==> config.mk <==
export PLATFORM = sky130hd
export DESIGN_NAME = buserr_capture
export DESIGN_NICKNAME = d
export VERILOG_FILES = /design/src/rtl/buserr_pkg.sv /design/src/rtl/buserr_aphase.sv /design/src/rtl/buserr_latch.sv /design/src/rtl/buserr_regport.sv /design/src/rtl/buserr_capture.sv
export SDC_FILE = /design/constraint.sdc
export NUM_CORES = 1
export LEC_CHECK = 0
export BUFFER_PORTS_ARGS = -buffer_cell sky130_fd_sc_hd__buf_2
export CELL_PAD_IN_SITES_DETAIL_PLACEMENT = 0
export CELL_PAD_IN_SITES_GLOBAL_PLACEMENT = 2
export CORE_MARGIN = 4
export CORE_UTILIZATION = 32
export DETAILED_ROUTE_END_ITERATION = 16
export GPL_TIMING_DRIVEN = 0
export PLACE_DENSITY_LB_ADDON = 0.25
export REMOVE_ABC_BUFFERS = 1
export SKIP_LAST_GASP = 1
export SYNTH_ARGS = -nofsm -noshare
export SYNTH_HDL_FRONTEND = slang
export SYNTH_SLANG_ARGS = --single-unit
export TNS_END_PERCENT = 1
==> constraint.sdc <==
create_clock -name clk -period 1.6 [get_ports clk]
set_input_delay 0 -clock clk [delete_from_list [all_inputs] [get_ports clk]]
set_output_delay 0 -clock clk [all_outputs]
set_load 0.1 [all_outputs]
==> src/rtl/buserr_pkg.sv <==
package buserr_pkg;
  localparam logic [1:0] RESP_OKAY  = 2'b00;
  localparam logic [1:0] RESP_ERROR = 2'b01;
  localparam int SIZE_W  = 3;
  localparam int BURST_W = 3;

  // Packed MSB-first: write flag lands at bit 0 of the status word.
  typedef struct packed {
    logic               ovf;
    logic               valid;
    logic [1:0]         resp;
    logic [BURST_W-1:0] burst;
    logic [SIZE_W-1:0]  size;
    logic               write;
  } err_attr_t;

  localparam int STATUS_W = $bits(err_attr_t);
endpackage

==> src/rtl/buserr_aphase.sv <==
module buserr_aphase
  import buserr_pkg::*;
#(
  parameter int ADDR_W = 32
) (
  input  logic               clk,
  input  logic               rst,
  input  logic               mon_tr_active,
  input  logic [ADDR_W-1:0]  mon_haddr,
  input  logic               mon_hwrite,
  input  logic [SIZE_W-1:0]  mon_hsize,
  input  logic [BURST_W-1:0] mon_hburst,
  input  logic               mon_hready,
  output logic               dp_valid,
  output logic [ADDR_W-1:0]  dp_addr,
  output logic               dp_write,
  output logic [SIZE_W-1:0]  dp_size,
  output logic [BURST_W-1:0] dp_burst
);
  // Address phase is held across wait states until its data phase ends.
  always_ff @(posedge clk) begin
    if (rst) begin
      dp_valid <= 1'b0;
      dp_addr  <= '0;
      dp_write <= 1'b0;
      dp_size  <= '0;
      dp_burst <= '0;
    end else if (mon_hready) begin
      dp_valid <= mon_tr_active;
      if (mon_tr_active) begin
        dp_addr  <= mon_haddr;
        dp_write <= mon_hwrite;
        dp_size  <= mon_hsize;
        dp_burst <= mon_hburst;
      end
    end
  end
endmodule

==> src/rtl/buserr_latch.sv <==
module buserr_latch
  import buserr_pkg::*;
#(
  parameter int ADDR_W = 32
) (
  input  logic               clk,
  input  logic               rst,
  input  logic               dp_valid,
  input  logic [ADDR_W-1:0]  dp_addr,
  input  logic               dp_write,
  input  logic [SIZE_W-1:0]  dp_size,
  input  logic [BURST_W-1:0] dp_burst,
  input  logic               mon_hready,
  input  logic [1:0]         mon_hresp,
  input  logic               clr_req,
  output err_attr_t          attr,
  output logic [ADDR_W-1:0]  err_addr,
  output logic               irq
);
  logic err_first;
  logic held;

  assign err_first = dp_valid && (mon_hresp == RESP_ERROR) && !mon_hready;
  assign held      = attr.valid && !clr_req;

  always_ff @(posedge clk) begin
    if (rst) begin
      attr     <= '0;
      err_addr <= '0;
      irq      <= 1'b0;
    end else begin
      if (clr_req) begin
        attr     <= '0;
        err_addr <= '0;
        irq      <= 1'b0;
      end
      if (err_first) begin
        if (held) begin
          attr.ovf <= 1'b1;
        end else begin
          attr.ovf   <= 1'b0;
          attr.valid <= 1'b1;
          attr.resp  <= mon_hresp;
          attr.burst <= dp_burst;
          attr.size  <= dp_size;
          attr.write <= dp_write;
          err_addr   <= dp_addr;
          irq        <= 1'b1;
        end
      end
    end
  end
endmodule

==> src/rtl/buserr_regport.sv <==
module buserr_regport
  import buserr_pkg::*;
#(
  parameter int ADDR_W = 32,
  parameter int DATA_W = 32
) (
  input  logic              clk,
  input  logic              rst,
  input  logic              reg_sel,
  input  logic              reg_tr_active,
  input  logic              reg_hwrite,
  input  logic              reg_ofs,
  input  logic              reg_hready,
  input  logic              reg_wbit0,
  input  err_attr_t         attr,
  input  logic [ADDR_W-1:0] err_addr,
  output logic [DATA_W-1:0] reg_hrdata,
  output logic              clr_req
);
  logic acc;
  logic wr_pend;
  logic wr_ofs;

  assign acc     = reg_sel && reg_tr_active && reg_hready;
  assign clr_req = wr_pend && reg_hready && !wr_ofs && reg_wbit0;

  always_ff @(posedge clk) begin
    if (rst) begin
      wr_pend    <= 1'b0;
      wr_ofs     <= 1'b0;
      reg_hrdata <= '0;
    end else if (reg_hready) begin
      wr_pend <= acc && reg_hwrite;
      wr_ofs  <= reg_ofs;
      if (acc && !reg_hwrite)
        reg_hrdata <= reg_ofs ? DATA_W'(err_addr) : DATA_W'(attr);
    end
  end
endmodule

==> src/rtl/buserr_capture.sv <==
module buserr_capture
  import buserr_pkg::*;
#(
  parameter int ADDR_W = 32,
  parameter int DATA_W = 32,
  parameter int REG_AW = 3
) (
  input  logic               clk,
  input  logic               rst,
  input  logic [1:0]         mon_htrans,
  input  logic [ADDR_W-1:0]  mon_haddr,
  input  logic               mon_hwrite,
  input  logic [SIZE_W-1:0]  mon_hsize,
  input  logic [BURST_W-1:0] mon_hburst,
  input  logic               mon_hready,
  input  logic [1:0]         mon_hresp,
  input  logic               reg_sel,
  input  logic [1:0]         reg_htrans,
  input  logic               reg_hwrite,
  input  logic [REG_AW-1:0]  reg_haddr,
  input  logic               reg_hready,
  input  logic [DATA_W-1:0]  reg_hwdata,
  output logic [DATA_W-1:0]  reg_hrdata,
  output logic               bus_err_irq
);
  localparam int OFS_BIT = REG_AW - 1;

  logic               dp_valid;
  logic [ADDR_W-1:0]  dp_addr;
  logic               dp_write;
  logic [SIZE_W-1:0]  dp_size;
  logic [BURST_W-1:0] dp_burst;
  err_attr_t          attr;
  logic [ADDR_W-1:0]  err_addr;
  logic               clr_req;
  logic               unused_bits;

  assign unused_bits = ^{mon_htrans[0], reg_htrans[0],
                         reg_haddr[OFS_BIT-1:0], reg_hwdata[DATA_W-1:1]};

  buserr_aphase #(.ADDR_W(ADDR_W)) u_aphase (
    .clk(clk), .rst(rst), .mon_tr_active(mon_htrans[1]),
    .mon_haddr(mon_haddr), .mon_hwrite(mon_hwrite), .mon_hsize(mon_hsize),
    .mon_hburst(mon_hburst), .mon_hready(mon_hready),
    .dp_valid(dp_valid), .dp_addr(dp_addr), .dp_write(dp_write),
    .dp_size(dp_size), .dp_burst(dp_burst)
  );

  buserr_latch #(.ADDR_W(ADDR_W)) u_latch (
    .clk(clk), .rst(rst), .dp_valid(dp_valid), .dp_addr(dp_addr),
    .dp_write(dp_write), .dp_size(dp_size), .dp_burst(dp_burst),
    .mon_hready(mon_hready), .mon_hresp(mon_hresp), .clr_req(clr_req),
    .attr(attr), .err_addr(err_addr), .irq(bus_err_irq)
  );

  buserr_regport #(.ADDR_W(ADDR_W), .DATA_W(DATA_W)) u_regport (
    .clk(clk), .rst(rst), .reg_sel(reg_sel), .reg_tr_active(reg_htrans[1]),
    .reg_hwrite(reg_hwrite), .reg_ofs(reg_haddr[OFS_BIT]),
    .reg_hready(reg_hready), .reg_wbit0(reg_hwdata[0]),
    .attr(attr), .err_addr(err_addr), .reg_hrdata(reg_hrdata),
    .clr_req(clr_req)
  );
endmodule

; Word-level counts from Yosys, hierarchy flattened
; Index checks and enable logic that the tools add are counted.
[classes]
n_addsub = 0
mul = 0
div_mod_pow = 0
n_lt_le_gt_ge = 0
n_eq_ne = 1
shift = 0
n_mux = 11
n_bitwise = 0
reduce_logical = 17
[ops]
columns = cell, count
row1 = $mux W32, 4
row2 = $mux W11, 2
row3 = $logic_and A1 B1 Y1, 10
row4 = $mux W10, 1
row5 = $logic_not A1 Y1, 4
row6 = $mux W1, 4
row7 = $reduce_and A2 Y1, 2
row8 = $eq A2 B1 Y1 const B, 1
row9 = $reduce_bool A2 Y1, 1
[totals]
register_bits = 118
latch_bits = 0
mem_bits_rw = 0
rom_bits = 0
in_bits = 86
elab_cells = 45
memories = 0

; Depth between registers and ports, before layout
[depth]
depth_word = 7
ltp_mapped = 5
depth_no_buf = 3

; Hierarchy
; Synthesis repeated with hierarchy kept, for this count alone.
[hier_totals]
hier_cells = 575
area_unflattened_um2 = 5302.6
[by_module_without_submodules]
columns = mod, n_inst, cells_each, area_per_inst_um2, seq_area_each_um2
row1 = buserr_latch, 1, 241, 1983.2, 880.8
row2 = buserr_aphase, 1, 181, 1884.3, 800.8
row3 = buserr_regport, 1, 153, 1435.1, 680.7

; Least setup slack after synthesis
; No wires, ideal clock.
[synth_path]
path_type = register -> register
start = register, netlist name u_regport.reg_hrdata[0]
end = register u_regport.reg_hrdata[0]
setup_time_ns = 0.086
arrival_time_ns = 1.238
required_time_ns = 1.514
path_slack_ns = 0.276
path_stages_with_launch = 3
path_buffers = 0
synth_period_minus_slack_ns = 1.324
cell_sequence = dfxtp_1 nor2_1 a211oi_1
[synth_lines]
columns = element, line_no
row1 = "end signal, assigned", buserr_regport.sv:36  ; reg_hrdata <= reg_ofs ? DATA_W'(err_addr) : DATA_W'(attr);
row2 = "end, declared", buserr_regport.sv:17  ; output logic [DATA_W-1:0] reg_hrdata,

; Worst setup path in the final report
[layout_path]
start = register u_regport.wr_ofs
end = register u_latch.err_addr[4]
[layout_via]
elab_chain_cells = 7
word_cells_on_any_way = 8
[layout_lines]
columns = element, line_no
row1 = "start, declared", buserr_regport.sv:22  ; logic wr_ofs;
row2 = "start signal, assigned", buserr_regport.sv:34  ; wr_ofs <= reg_ofs;
row3 = $logic_not A1 Y1 (*), buserr_regport.sv:25  ; assign clr_req = wr_pend && reg_hready && !wr_ofs && reg_wbit0;
row4 = $logic_and A1 B1 Y1 (*) (2 in series), buserr_regport.sv:25
row5 = $logic_not A1 Y1, buserr_latch.sv:24  ; assign held = attr.valid && !clr_req;
row6 = $logic_and A1 B1 Y1, buserr_latch.sv:24
row7 = $mux W32, buserr_latch.sv:38  ; if (held) begin
row8 = $mux W32 (*), buserr_latch.sv:37  ; if (err_first) begin
row9 = "end signal, assigned", buserr_latch.sv:47  ; err_addr <= dp_addr;
row10 = "end, declared", buserr_latch.sv:17  ; output logic [ADDR_W-1:0] err_addr,
; Every way passes the cells marked *; elsewhere a longest branch is shown, timed or not.
; A chain may end at the register's enable or synchronous reset.

==> impl_results.html <==
<table>
<tr><th>Metric</th><th>Value</th></tr>
<tr><th colspan="2">Synthesis</th></tr>
<tr><td>Area of the mapped netlist</td><td>a little under 5000 sq um</td></tr>
<tr><td>Share of the synthesized area in the top cell type</td><td>0.485</td></tr>
<tr><td>Number of distinct library cell variants in the gate-level netlist after synthesis</td><td>28</td></tr>
<tr><td>Fraction of the mapped netlist area in simple logic gates</td><td>0.178</td></tr>
<tr><td>Main combinational cell family by area after synthesis</td><td>compound AO/OA/AOI/OAI gates</td></tr>
<tr><td>Number of instances in the synthesized netlist</td><td>519</td></tr>
<tr><td>Leading area contributor after synthesis</td><td>sky130_fd_sc_hd__dfxtp_1</td></tr>
<tr><td>Share of synthesized cell area in full adder, half adder and majority cells</td><td>0</td></tr>
<tr><td>Dominant cells by area after synthesis</td><td>sky130_fd_sc_hd__dfxtp_1, sky130_fd_sc_hd__o32ai_2, sky130_fd_sc_hd__nand2_1</td></tr>
<tr><td>Flop and latch count out of synthesis</td><td>118</td></tr>
<tr><td>Xor-xnor portion of the synthesized cell area</td><td>0</td></tr>
<tr><td>Synth Area in Compound Gates</td><td>0.221</td></tr>
<tr><td>Yosys warnings</td><td>0</td></tr>
<tr><td>Sequential-to-total area share from yosys stat</td><td>0.485</td></tr>
<tr><td>Multiplexer share of the synthesized area</td><td>0.0267</td></tr>
<tr><td>Post-Synthesis Mean Instance Area</td><td>9.38 sq um</td></tr>
<tr><th colspan="2">CTS</th></tr>
<tr><td>Maximum level of the CTS H-tree</td><td>4</td></tr>
<tr><td>Total number of clock tree sinks</td><td>118</td></tr>
<tr><td>Worst-path clk slew</td><td>0.05 ns</td></tr>
<tr><td>Post-CTS setup-driven buffer insertion count</td><td>0</td></tr>
<tr><td>Insertion delay of the later-clocked pin in the worst-skew pair</td><td>0.41 ns</td></tr>
<tr><td>Root buffer selected by CTS</td><td>sky130_fd_sc_hd__clkbuf_16</td></tr>
<tr><td>Number of buffers created by CTS</td><td>17</td></tr>
<tr><td>TritonCTS clock tree</td><td>done</td></tr>
<tr><td>Clock tree buffer depth</td><td>2</td></tr>
<tr><th colspan="2">Global routing</th></tr>
<tr><td>Aggregate global routing overflow</td><td>0</td></tr>
<tr><td>Vias in the first global route</td><td>roughly 4,000</td></tr>
<tr><td>Number of antenna violations at the first check in global routing</td><td>0</td></tr>
<tr><td>Tot GR Track Use</td><td>0.146</td></tr>
<tr><td>Wire length of the first global-routing pass</td><td>20.2 mm</td></tr>
<tr><td>Maximum number of pins on one net before global-route repair</td><td>87</td></tr>
<tr><th colspan="2">Layout</th></tr>
<tr><td>Post-layout utilization of the core</td><td>0.437</td></tr>
<tr><td>Fill cells</td><td>1,453</td></tr>
<tr><td>P&amp;R area growth vs syn</td><td>32.0%</td></tr>
<tr><td>Final net count</td><td>713</td></tr>
<tr><td>Final standard cell area without fillers</td><td>6420 sq um</td></tr>
<tr><td>Share of layout cells above drive strength 1</td><td>0.259</td></tr>
<tr><td>Most common cell after layout, fill and taps aside</td><td>sky130_fd_sc_hd__dfxtp_1</td></tr>
<tr><td>Final Non-Filler Cells</td><td>824</td></tr>
<tr><td>Most used cells in the layout excluding fill and tap cells</td><td>sky130_fd_sc_hd__dfxtp_1, sky130_fd_sc_hd__nand2_1, sky130_fd_sc_hd__buf_2</td></tr>
<tr><td>Count of inserted antenna diode cells</td><td>0</td></tr>
<tr><th colspan="2">STA</th></tr>
<tr><td>Highest Clock Rate</td><td>639 MHz</td></tr>
<tr><td>Endpoints failing hold</td><td>0</td></tr>
<tr><td>Max-slew violations</td><td>0</td></tr>
<tr><td>Slew at the pin with the worst max-slew slack</td><td>1.18 ns</td></tr>
<tr><td>Worst clock skew on the final layout</td><td>~0.0084 ns</td></tr>
<tr><td>Shortest period the worst path allows</td><td>1.56 ns</td></tr>
<tr><td>Max transition margin</td><td>0.209</td></tr>
<tr><td>Worst path setup slack after routing</td><td>0.0356 ns</td></tr>
<tr><td>Setup repair after global routing missed its margin</td><td>true</td></tr>
<tr><td>Post-route clock period utilization</td><td>0.978</td></tr>
<tr><td>Count of endpoints failing setup in the final report</td><td>0</td></tr>
<tr><th colspan="2">Status</th></tr>
<tr><td>Run status</td><td>finished clean</td></tr>
<tr><th colspan="2">Place</th></tr>
<tr><td>Total of buffers placed on input and output ports</td><td>83</td></tr>
<tr><td>Placed Area</td><td>5390 sq um</td></tr>
<tr><td>Detail Placement HPWL</td><td>6.89 mm</td></tr>
<tr><td>Global placer's final weighted congestion</td><td>0.640</td></tr>
<tr><td>Placed Instances</td><td>748</td></tr>
<tr><td>Placement-stage worst setup slack</td><td>-0.147 ns</td></tr>
<tr><th colspan="2">Floorplan</th></tr>
<tr><td>Top Ports</td><td>119</td></tr>
<tr><td>Die extent in y</td><td>131 microns</td></tr>
<tr><td>Core Region</td><td>14,700 sq um</td></tr>
<tr><td>Starting utilization of the core area</td><td>0.331</td></tr>
<tr><td>Die area</td><td>17,200 sq um</td></tr>
<tr><td>Die outline width</td><td>131 microns</td></tr>
<tr><td>Standard-cell rows</td><td>44</td></tr>
<tr><th colspan="2">Setup path</th></tr>
<tr><td>Worst path required time</td><td>1.86 ns</td></tr>
<tr><td>Data arrival, critical path</td><td>approximately 1.8 ns</td></tr>
<tr><td>Slowest stage delay, CP</td><td>0.54 ns</td></tr>
<tr><td>Category of cells accounting for the largest share of critical-path delay</td><td>compound AO/OA/AOI/OAI gates</td></tr>
<tr><td>Worst path depth</td><td>3</td></tr>
<tr><td>Element type at the critical path start</td><td>register</td></tr>
<tr><td>Total buffers and inverters traversed by the critical path</td><td>0</td></tr>
<tr><td>R2R depth</td><td>3</td></tr>
<tr><td>Startpoint of the most critical register-to-register path</td><td>u_regport.wr_ofs</td></tr>
<tr><td>Critical path endpoint</td><td>u_latch.err_addr[4]</td></tr>
<tr><td>Cell with the largest stage delay on the worst path</td><td>sky130_fd_sc_hd__a21o_2</td></tr>
<tr><td>CP Max Fanout</td><td>19</td></tr>
<tr><td>Ordered cell list for the critical path</td><td>and4b_4 &gt; a21o_2 &gt; o32ai_2</td></tr>
<tr><td>Critical R2R Capture</td><td>u_latch.err_addr[4]</td></tr>
<tr><td>Type of destination of the critical path</td><td>register</td></tr>
<tr><td>Worst Setup SP</td><td>u_regport.wr_ofs</td></tr>
<tr><td>R2r setup slk</td><td>0.04 ns</td></tr>
<tr><td>Critical Setup Path Class</td><td>reg -&gt; reg</td></tr>
<tr><th colspan="2">Route</th></tr>
<tr><td>Drt via density</td><td>4.71</td></tr>
<tr><td>Drt initial violations</td><td>245</td></tr>
<tr><td>Detail Route Antenna Nets</td><td>0</td></tr>
<tr><td>Total number of vias</td><td>slightly below 4,000</td></tr>
<tr><td>Iteration count of the initial detailed-routing pass</td><td>5</td></tr>
<tr><td>Number of DRC violations after detailed routing</td><td>0</td></tr>
<tr><td>Wirelength, routed</td><td>around 12 mm</td></tr>
<tr><td>Routed length per instance</td><td>approximately 15 microns</td></tr>
<tr><th colspan="2">Hold path</th></tr>
<tr><td>Type of the tightest min-delay check</td><td>in -&gt; reg</td></tr>
<tr><th colspan="2">Power</th></tr>
<tr><td>Cell Pwr Density</td><td>1140 nW/um^2</td></tr>
<tr><td>Peak supply drop</td><td>724 uV</td></tr>
<tr><td>Leakage power figure</td><td>2.37 nW</td></tr>
<tr><th colspan="2">Flow run</th></tr>
<tr><td>MaxCap Viol Count</td><td>0</td></tr>
</table>
==> flip-flops by register name (all words and copies together) (netlist names) <==
signal / cells
u_latch.irq: 1
u_regport.wr_ofs: 1
u_latch.err_addr: 32
u_regport.wr_pend: 1
u_aphase.dp_burst: 3
u_aphase.dp_valid: 1
u_aphase.dp_write: 1
u_regport.reg_hrdata: 32
u_latch.attr: 11
u_aphase.dp_addr: 32
u_aphase.dp_size: 3
==> timing repair <==
action	in CTS	in global routing
endpoints found under the setup margin	0	39
resized for setup	0	0
endpoints found under the hold margin	42	0
hold buffers	43	0
==> stage by stage <==
step / total power (W) / hold slack (ns) / TNS [ns]
after CTS: 0.00747 / 0.00892 / 0
after global routing: 0.00765 / 0.0284 / -1.02
final: 0.00734 / 0.0173 / 0
after detailed placement: 0.00357 / 0.246 / -2.33
after floorplan: 0.00332 / 0.0691 / -6.01
after global placement: 0.00353 / 0.242 / -103.56
==> power by group <==
| group | internal (W) | switching [W] | total, W |
|---|---|---|---|
| logic | 0.000221 | 0.000323 | 0.000544 |
| clock network | 0.00248 | 0.00129 | 0.00377 |
| registers | 0.00300 | 0.0000288 | 0.00303 |
==> cells by family after synthesis <==
| group | after synthesis |
|---|---|
| AO/OA/AOI/OAI | 118 |
| buffers and inverters | 85 |
| flip-flops | 118 |
| multiplexers | 13 |
| AND/OR/NAND/NOR | 185 |
==> cell type report <==
class	count	area (sq um)	share of cell area
inverter	41	154	0.0240
timing repair buffer	132	995	0.155
sequential	118	2360	0.368
clock inverter	9	97.6	0.0152
tap	184	230	0.0358
clock buffer	23	498	0.0775
multi-input combinational	317	2090	0.325
==> cell usage after synthesis <==
cell type	number
sky130_fd_sc_hd__buf_8	2
sky130_fd_sc_hd__and2_1	1
sky130_fd_sc_hd__buf_12	1
sky130_fd_sc_hd__a21o_4	1
sky130_fd_sc_hd__and4bb_4	1
sky130_fd_sc_hd__nand3_1	21
sky130_fd_sc_hd__o32ai_2	38
sky130_fd_sc_hd__o21ai_4	1
sky130_fd_sc_hd__inv_1	41
sky130_fd_sc_hd__buf_6	7
sky130_fd_sc_hd__clkbuf_1	20
sky130_fd_sc_hd__and4b_4	1
sky130_fd_sc_hd__dfxtp_1	118
sky130_fd_sc_hd__nor2_1	13
sky130_fd_sc_hd__nand4_1	1
sky130_fd_sc_hd__mux2i_1	13
sky130_fd_sc_hd__buf_2	11
sky130_fd_sc_hd__and4b_1	1
sky130_fd_sc_hd__nand2_1	102
sky130_fd_sc_hd__a2111oi_0	1
sky130_fd_sc_hd__buf_4	2
sky130_fd_sc_hd__a211oi_1	11
sky130_fd_sc_hd__nor3_1	1
sky130_fd_sc_hd__nand2b_1	41
sky130_fd_sc_hd__nand4b_1	2
sky130_fd_sc_hd__a21oi_1	65
sky130_fd_sc_hd__o32ai_1	1
sky130_fd_sc_hd__buf_1	1
==> worst min-delay path by stage <==
stage                       from  depth (start not counted)             endpoint  slack [ns]
floorplan                    rst                          1  u_aphase.dp_addr[0]        0.07
global placement    mon_hsize[2]                          3  u_aphase.dp_size[2]        0.24
detailed placement  mon_haddr[5]                          3  u_aphase.dp_addr[5]        0.25
CTS                          rst                          2      u_latch.attr[9]       0.009
global route                 rst                          2      u_latch.attr[9]        0.03
finish                       rst                          2      u_latch.attr[9]        0.02
==> routing by layer <==
metal / up-vias / global-route usage / part of all wire
met5: - / 0 / 0
met4: 0 / 0.0537 / 0.014
met3: 17 / 0.0520 / 0.045
met2: 80 / 0.233 / 0.48
met1: 1807 / 0.182 / 0.46
li1: 1976 / - / -
Power figures use the tool's default switching activity.
